**src/rtl/sda_pkg.sv**
```systemverilog
package sda_pkg;
  typedef logic [1:0] sd_code_t;  // {neg,pos}
  localparam sd_code_t SD_ZERO = 2'b00;
  localparam sd_code_t SD_PLUS = 2'b01;
  localparam sd_code_t SD_MINUS = 2'b10;
endpackage

```
**src/rtl/sda_step1.sv**
```systemverilog
module sda_step1 #(
  parameter int N = 8
) (
  input  logic           clk,
  input  logic           rst_n,
  input  logic           v_in,
  output logic           rdy_up,
  input  logic           rdy_dn,
  input  logic [N-1:0]   a_neg,
  input  logic [N-1:0]   a_pos,
  input  logic [N-1:0]   b_neg,
  input  logic [N-1:0]   b_pos,
  output logic           v_q,
  output logic [2*N-1:0] zmag_q,  // interim digit magnitude, digit = -zmag
  output logic [N-1:0]   tr_q     // tr_q[i]: transfer into position i+1
);
  logic [2*N-1:0] zmag_n;
  logic [N-1:0]   tr_n;

  for (genvar i = 0; i < N; i++) begin : g_dig
    logic [2:0] p;
    logic [1:0] zm;
    logic       t;
    always_comb begin
      p = 3'(a_pos[i]) + 3'(b_pos[i]) - 3'(a_neg[i]) - 3'(b_neg[i]);
      case (p)
        3'b010:  begin t = 1'b1; zm = 2'd0; end  // +2 -> t=1, z=0
        3'b001:  begin t = 1'b1; zm = 2'd1; end  // +1 -> t=1, z=-1
        3'b111:  begin t = 1'b0; zm = 2'd1; end  // -1 -> z=-1
        3'b110:  begin t = 1'b0; zm = 2'd2; end  // -2 -> z=-2
        default: begin t = 1'b0; zm = 2'd0; end
      endcase
    end
    assign zmag_n[2*i+:2] = zm;
    assign tr_n[i]        = t;

    assert_zmag_code_R3: assert property (@(posedge clk) disable iff (!rst_n)
      v_q |-> zmag_q[2*i+:2] != 2'b11);
  end

  assign rdy_up = !v_q || rdy_dn;

  always_ff @(posedge clk) begin
    if (!rst_n) begin
      v_q <= 1'b0;
    end else if (rdy_up) begin
      v_q <= v_in;
      if (v_in) begin
        zmag_q <= zmag_n;
        tr_q   <= tr_n;
      end
    end
  end
endmodule

```
**src/rtl/sda_step2.sv**
```systemverilog
module sda_step2 #(
  parameter int N = 8
) (
  input  logic           clk,
  input  logic           rst_n,
  input  logic           v_in,
  output logic           rdy_up,
  input  logic           rdy_dn,
  input  logic [2*N-1:0] zmag,
  input  logic [N-1:0]   tr,
  output logic           v_q,
  output logic [N:0]     zp_q,  // digit in {0,1}
  output logic [N:0]     tn_q   // tn_q[i]: transfer -1 into position i+1
);
  logic [N:0] zp_n, tn_n;

  for (genvar i = 0; i <= N; i++) begin : g_pos
    logic [1:0] zm;
    logic       tin;
    logic [2:0] q;
    if (i < N) begin : g_z
      assign zm = zmag[2*i+:2];
    end else begin : g_ztop
      assign zm = 2'd0;
    end
    if (i > 0) begin : g_t
      assign tin = tr[i-1];
    end else begin : g_t0
      assign tin = 1'b0;
    end
    always_comb begin
      q = 3'(tin) - 3'(zm);
      case (q)
        3'b001:  begin tn_n[i] = 1'b0; zp_n[i] = 1'b1; end  // +1
        3'b111:  begin tn_n[i] = 1'b1; zp_n[i] = 1'b1; end  // -1 -> -2+1
        3'b110:  begin tn_n[i] = 1'b1; zp_n[i] = 1'b0; end  // -2 -> -2+0
        default: begin tn_n[i] = 1'b0; zp_n[i] = 1'b0; end  // 0
      endcase
    end
  end

  assign rdy_up = !v_q || rdy_dn;

  always_ff @(posedge clk) begin
    if (!rst_n) begin
      v_q <= 1'b0;
    end else if (rdy_up) begin
      v_q <= v_in;
      if (v_in) begin
        zp_q <= zp_n;
        tn_q <= tn_n;
      end
    end
  end
endmodule

```
**src/rtl/sda_step3.sv**
```systemverilog
module sda_step3
  import sda_pkg::*;
#(
  parameter int N = 8,
  localparam int W = N + 2
) (
  input  logic         clk,
  input  logic         rst_n,
  input  logic         v_in,
  output logic         rdy_up,
  input  logic         rdy_dn,
  input  logic [N:0]   zp,
  input  logic [N:0]   tn,
  output logic         v_q,
  output logic [W-1:0] s_neg_q,
  output logic [W-1:0] s_pos_q
);
  logic [W-1:0] s_neg_n, s_pos_n;

  for (genvar i = 0; i < W; i++) begin : g_out
    logic     zd, td;
    sd_code_t c;
    if (i <= N) begin : g_z
      assign zd = zp[i];
    end else begin : g_ztop
      assign zd = 1'b0;
    end
    if (i > 0) begin : g_t
      assign td = tn[i-1];
    end else begin : g_t0
      assign td = 1'b0;
    end
    always_comb begin
      if (zd && !td)      c = SD_PLUS;
      else if (!zd && td) c = SD_MINUS;
      else                c = SD_ZERO;
    end
    assign s_neg_n[i] = c[1];
    assign s_pos_n[i] = c[0];
  end

  assign rdy_up = !v_q || rdy_dn;

  always_ff @(posedge clk) begin
    if (!rst_n) begin
      v_q <= 1'b0;
    end else if (rdy_up) begin
      v_q <= v_in;
      if (v_in) begin
        s_neg_q <= s_neg_n;
        s_pos_q <= s_pos_n;
      end
    end
  end

  assert_legal_code_R1: assert property (@(posedge clk) disable iff (!rst_n)
    v_q |-> (s_neg_q & s_pos_q) == '0);
  assert_edge_digits_R6: assert property (@(posedge clk) disable iff (!rst_n)
    v_q |-> (!s_pos_q[W-1] && !s_neg_q[0]));
  assert_hold_stall_R7: assert property (@(posedge clk) disable iff (!rst_n)
    v_q && !rdy_dn |=> v_q && $stable(s_neg_q) && $stable(s_pos_q));
endmodule

```
**src/rtl/sda_add3.sv**
```systemverilog
module sda_add3 #(
  parameter int N = 8,
  localparam int W = N + 2
) (
  input  logic         clk,
  input  logic         rst_n,
  input  logic         in_valid,
  output logic         in_ready,
  input  logic [N-1:0] a_neg,
  input  logic [N-1:0] a_pos,
  input  logic [N-1:0] b_neg,
  input  logic [N-1:0] b_pos,
  output logic         out_valid,
  input  logic         out_ready,
  output logic [W-1:0] sum_neg,
  output logic [W-1:0] sum_pos
);
  logic           v1, v2, r2, r3;
  logic [2*N-1:0] zmag;
  logic [N-1:0]   tr;
  logic [N:0]     zp, tn;

  sda_step1 #(.N(N)) u_s1 (
    .clk(clk), .rst_n(rst_n), .v_in(in_valid), .rdy_up(in_ready), .rdy_dn(r2),
    .a_neg(a_neg), .a_pos(a_pos), .b_neg(b_neg), .b_pos(b_pos),
    .v_q(v1), .zmag_q(zmag), .tr_q(tr)
  );

  sda_step2 #(.N(N)) u_s2 (
    .clk(clk), .rst_n(rst_n), .v_in(v1), .rdy_up(r2), .rdy_dn(r3),
    .zmag(zmag), .tr(tr), .v_q(v2), .zp_q(zp), .tn_q(tn)
  );

  sda_step3 #(.N(N)) u_s3 (
    .clk(clk), .rst_n(rst_n), .v_in(v2), .rdy_up(r3), .rdy_dn(out_ready),
    .zp(zp), .tn(tn), .v_q(out_valid), .s_neg_q(sum_neg), .s_pos_q(sum_pos)
  );

  assert_ready_stall_R8: assert property (@(posedge clk) disable iff (!rst_n)
    !in_ready |-> out_valid && !out_ready);
endmodule

```
**config.mk**
```make
export PLATFORM = sky130hd
export DESIGN_NAME = sda_add3
export DESIGN_NICKNAME = d
export VERILOG_FILES = /design/src/rtl/sda_pkg.sv /design/src/rtl/sda_step1.sv /design/src/rtl/sda_step2.sv /design/src/rtl/sda_step3.sv /design/src/rtl/sda_add3.sv
export SDC_FILE = /design/constraint.sdc
export NUM_CORES = 1
export LEC_CHECK = 0
export BUFFER_PORTS_ARGS = -buffer_cell sky130_fd_sc_hd__buf_2
export CORE_AREA = 5 5 111 113
export DETAILED_ROUTE_END_ITERATION = 8
export DIE_AREA = 0 0 116 118
export PLACE_DENSITY = 0.53
export SLEW_MARGIN = 20
export SYNTH_ARGS = -nofsm -noshare
export SYNTH_HDL_FRONTEND = slang
export SYNTH_HIERARCHICAL = 1
export SYNTH_SLANG_ARGS = --single-unit
```
**constraint.sdc**
```tcl
create_clock -name clk -period 5.3 [get_ports clk]
set_input_delay 1.06 -clock clk [delete_from_list [all_inputs] [get_ports clk]]
set_output_delay 1.06 -clock clk [all_outputs]
set_load 0.03 [all_outputs]
```
== After elaboration in Yosys (flattened, before gate mapping) ==
Cells that the tools add are included.
Cells by class
  equal/unequal tests: 56
  reductions and logical operators: 73
  multiplexer cells: 42
  add/subtract/negate cells: 32
Operators with widths (number)
  == test 3 bit, second input constant: 32
  OR reduction 2 bit: 32
  == test 3 x 1 -> 1 bit, second input constant: 16
  subtractor 3 x 1 -> 3 bit: 16
  case mux 2 bit (2 select lines): 8
  two-way mux 1 bit: 26
  == test 3 x 2 -> 1 bit, second input constant: 8
  subtractor 1 x 2 -> 3 bit: 7
  zero test 1 bit: 19
  adder 1 x 1 -> 2 bit: 8
  logical AND 1 bit: 16
  two-way mux 2 bit: 8
  AND reduction 3 bit: 3
  logical OR 1 bit: 3
  subtractor 1 x 2 -> 3 bit, first input constant: 1
Word-level totals
  word-level logic and storage cells: 227
  flip-flop bits (word level): 61

== Longest topological paths before layout ==
  depth after elaboration: 6
  depth in mapped cells: 7

== Cells and area by module ==
Netlist, hierarchy kept.
By module, submodules not included
  sda_step1: cells each 113, instances 1, seq. area each 740.7 um^2, area an instance 1427.6 um^2
  sda_step2: cells each 97, instances 1, seq. area each 530.5 um^2, area an instance 1143.6 um^2
  sda_step3: cells each 42, instances 1, seq. area each 560.5 um^2, area an instance 710.7 um^2

== Least setup slack after synthesis ==
Ideal clock, no wire load.
  path kind: input to output
  from: in out_ready
  to: out in_ready
  required time: 4.240 ns
  buffers on the path: 0
  arrival: 1.506 ns
  slack: 2.734 ns
  stages: 3
  cells stage by stage: nand2b_4 nand2b_4 nand2b_4
Between the ends
  word-level cells in the longest chain between the ends: 3
RTL lines
  start: declaration: RTL line sda_add3.sv:14  | input logic out_ready,
  logical OR 1 bit: RTL line sda_step3.sv:42  | assign rdy_up = !v_q || rdy_dn;
  logical OR 1 bit: RTL line sda_step2.sv:42  | assign rdy_up = !v_q || rdy_dn;
  named net r2: RTL line sda_add3.sv:18  | logic v1, v2, r2, r3;
  logical OR 1 bit: RTL line sda_step1.sv:41  | assign rdy_up = !v_q || rdy_dn;
  end: declaration: RTL line sda_add3.sv:8  | output logic in_ready,
The timed path passes the listed nets, and every way through them passes these cells.

== Final worst setup path ==
  from: in out_ready
  to: out in_ready
Between the ends
  word-level cells in the longest chain between the ends: 3
RTL lines (RTL line)
  logical OR 1 bit: sda_step3.sv:42
  named net r3: sda_add3.sv:18
  logical OR 1 bit: sda_step2.sv:42
  named net r2: sda_add3.sv:18
  logical OR 1 bit: sda_step1.sv:41
The timed path passes the listed nets, and every way through them passes these cells.

==> impl_metrics.env <==
export IMPL_die_x_um=116
export IMPL_tritoncts="built"
export IMPL_post_synth_num_cell_types=20
export IMPL_core_rowCount=39
export IMPL_start_util_pct=29.2
export IMPL_drtPass1Iterations=3
export IMPL_synth_avg_cell_area_um2=13.0
export IMPL_period_minus_slack_ns=2.80
export IMPL_nets=387
export IMPL_dieArea_um2=13700
export IMPL_hold_path_class="register to register"
export IMPL_worst_pin_slew_ns=1.04
export IMPL_mostFrequentLayoutCells="edfxtp_1, inv_1, buf_2"
export IMPL_critPathMostFrequentCell="nand2b_4"
export IMPL_grt_pass1_vias=1821
export IMPL_max_stage_delay_ns=0.17
export IMPL_drv_slew=0
export IMPL_overflow=0
export IMPL_critPathLaunchType="primary input"
export IMPL_setup_viol_count_final=0
export IMPL_ys_ff_latch=62
export IMPL_critPathSlowestCell="buf_2"
export IMPL_status="complete, no violations"
export IMPL_dp_slack_ns=2.49
export IMPL_dieHeight_um=118
export IMPL_period_share_pct=52.8
export IMPL_grt_util_all_layers_pct=7.46
export IMPL_vias_per_cell=3.73
export IMPL_critPathKind="primary input to output port"
export IMPL_crit_buf_inv=2
export IMPL_gp_congestion=0.674
export IMPL_worstPathCellList="buf_2 > nand2b_4 > nand2b_4 > nand2b_4 > buf_2"
export IMPL_cts_path_max_buffers=2
export IMPL_p_leak_nw=1.74
export IMPL_post_cts_setup_buffers=0
export IMPL_dr_total_vias=1711
export IMPL_drt_total_wl_um=4280
export IMPL_hold_buffers=0
export IMPL_synthCells=252
export IMPL_grt_max_degree=25
export IMPL_grt_pass1_wl_um=7790
export IMPL_setup_slack_ns=2.50
export IMPL_drc=0
export IMPL_cts_root_buffer="clkbuf_16"
export IMPL_cp_top_family="simple AND/OR/NAND/NOR gates"
export IMPL_cap_violations=0
export IMPL_clkTransAtPathRegs_ns=0.05
export IMPL_worstRegToRegCells=4
export IMPL_hold_viol=0
export IMPL_antenna_cells=0
export IMPL_cts_buffers=9
export IMPL_hold_path_cell_count=0
export IMPL_dp_final_hpwl_um=3460
export IMPL_max_vdd_ir_drop_mv=0.146
export IMPL_io_pins=58
export IMPL_drive_gt1_share_pct=27.5
export IMPL_numPortBuffers=55
export IMPL_seqCellArea_um2=1830
export IMPL_cts_resized=0
export IMPL_finalSetupTns_ns=0
export IMPL_p_per_area_nw_per_um2=321
export IMPL_required_ns=4.24
export IMPL_crit_path_max_fanout=3
export IMPL_holdWs_ns=0.418
export IMPL_n_fill_cell=1123
export IMPL_fin_util_pct=35.2
export IMPL_cp_depth=5
export IMPL_finalClockSkew_ns=0.00750
export IMPL_synth_seq_area_share_pct=55.8
export IMPL_final_common_cell="edfxtp_1"
export IMPL_yosys_warnings=6
export IMPL_drt_iter0_drc=67
export IMPL_core_um2=11200
export IMPL_clk_latency_ns=0.32
export IMPL_cp_arrival_ns=1.74
export IMPL_htreeDepth=3
export IMPL_antenna_found_initial=0
export IMPL_multi_input_area_um2=1200
export IMPL_numClockSinks=62
export IMPL_rsz0062_at_grt="false"
export IMPL_syn_cell_area_um2=3280
export IMPL_end_kind="output port"
export IMPL_drtAntennaViolNets=0
export IMPL_syn_to_final_growth_pct=20.4
export IMPL_post_drt_wl_per_cell_um=9.33
export IMPL_timing_slew_headroom_pct=30.6
export IMPL_fmax_ghz=0.357
[registers in the layout, indices dropped and copies added, names as in the netlist]
signal and flops:
u_s2/v_q 1, u_s1/zmag_q 16, u_s3/s_neg_q 9, u_s2/zp_q 9, u_s1/tr_q 8, u_s3/v_q 1, u_s1/v_q 1, u_s2/tn_q 8
u_s3/s_pos_q 9
[metal layers]
metal	vias to the layer above	part of all wire [%]	wire (µm)	GRT usage (%)
met4	0	1.8	76	5.87
met2	41	44	1870	10.5
li1	932	-	-	-
met3	4	7.4	318	2.78
met5	-	0	0	0
met1	734	47	2020	9.01
[kinds of logic after synthesis]
logic type,share of synthesized area (%)
AOI/OAI and AO/OA,3.97
xor gates and xnor gates,2.14
adders and majority gates,16.7
buffers and inverters,7.78
DFF,55.8
other,0.229
and+or+nand+nor,13.4
[where the power goes]
part           internal (W)  switching [W]
sequential         0.000578     0.00000838
combinational     0.0000948       0.000106
clock              0.000305       0.000173
[Yosys cell counts, drive strengths merged]
master  number  share of area (%)
edfxtp      59                 54
o21ai        7                1.4
inv         58                6.6
clkbuf       4               0.46
nand2        7               0.80
xor2         8                2.1
nor3b        8                1.8
ha          31                 12
buf          3               0.69
nor2         8               0.92
fa           8                4.9
nand2b      17                6.2
conb         2               0.23
dfxtp        3                1.8
nor2b       16                3.1
a21boi       3               0.69
a21oi        7                1.9
and3         3               0.57
[path summary, 6_finish.rpt]
path / from / end / slack (ns)
min: u_s2/zp_q[0] / u_s3/s_pos_q[0] / 0.42
min reg2reg: u_s2/zp_q[0] / u_s3/s_pos_q[0] / 0.42
max reg2reg: u_s3/v_q / u_s1/tr_q[0] / 3.42
max: out_ready / in_ready / 2.50
[per-stage QoR]
stage / total power (W) / std cells / instance area, µm²
finish: 0.00127 / 459 / 3950
global route: 0.00135 / 459 / 3950
CTS: 0.00130 / 459 / 3950
detailed placement: 0.000800 / 444 / 3700
global placement: 0.000793 / 444 / 3700
floorplan: 0.000758 / 253 / 3290
[area by class of cell]
cell class	count	share of cell area, %
clock buffers	11	5.89
clock inverters	4	0.380
inverters	58	5.51
multi-input cells	126	30.3
flip-flops and latches	62	46.4
well taps	143	4.53
repair buffers	55	6.97
Power figures use the tool's default switching activity.
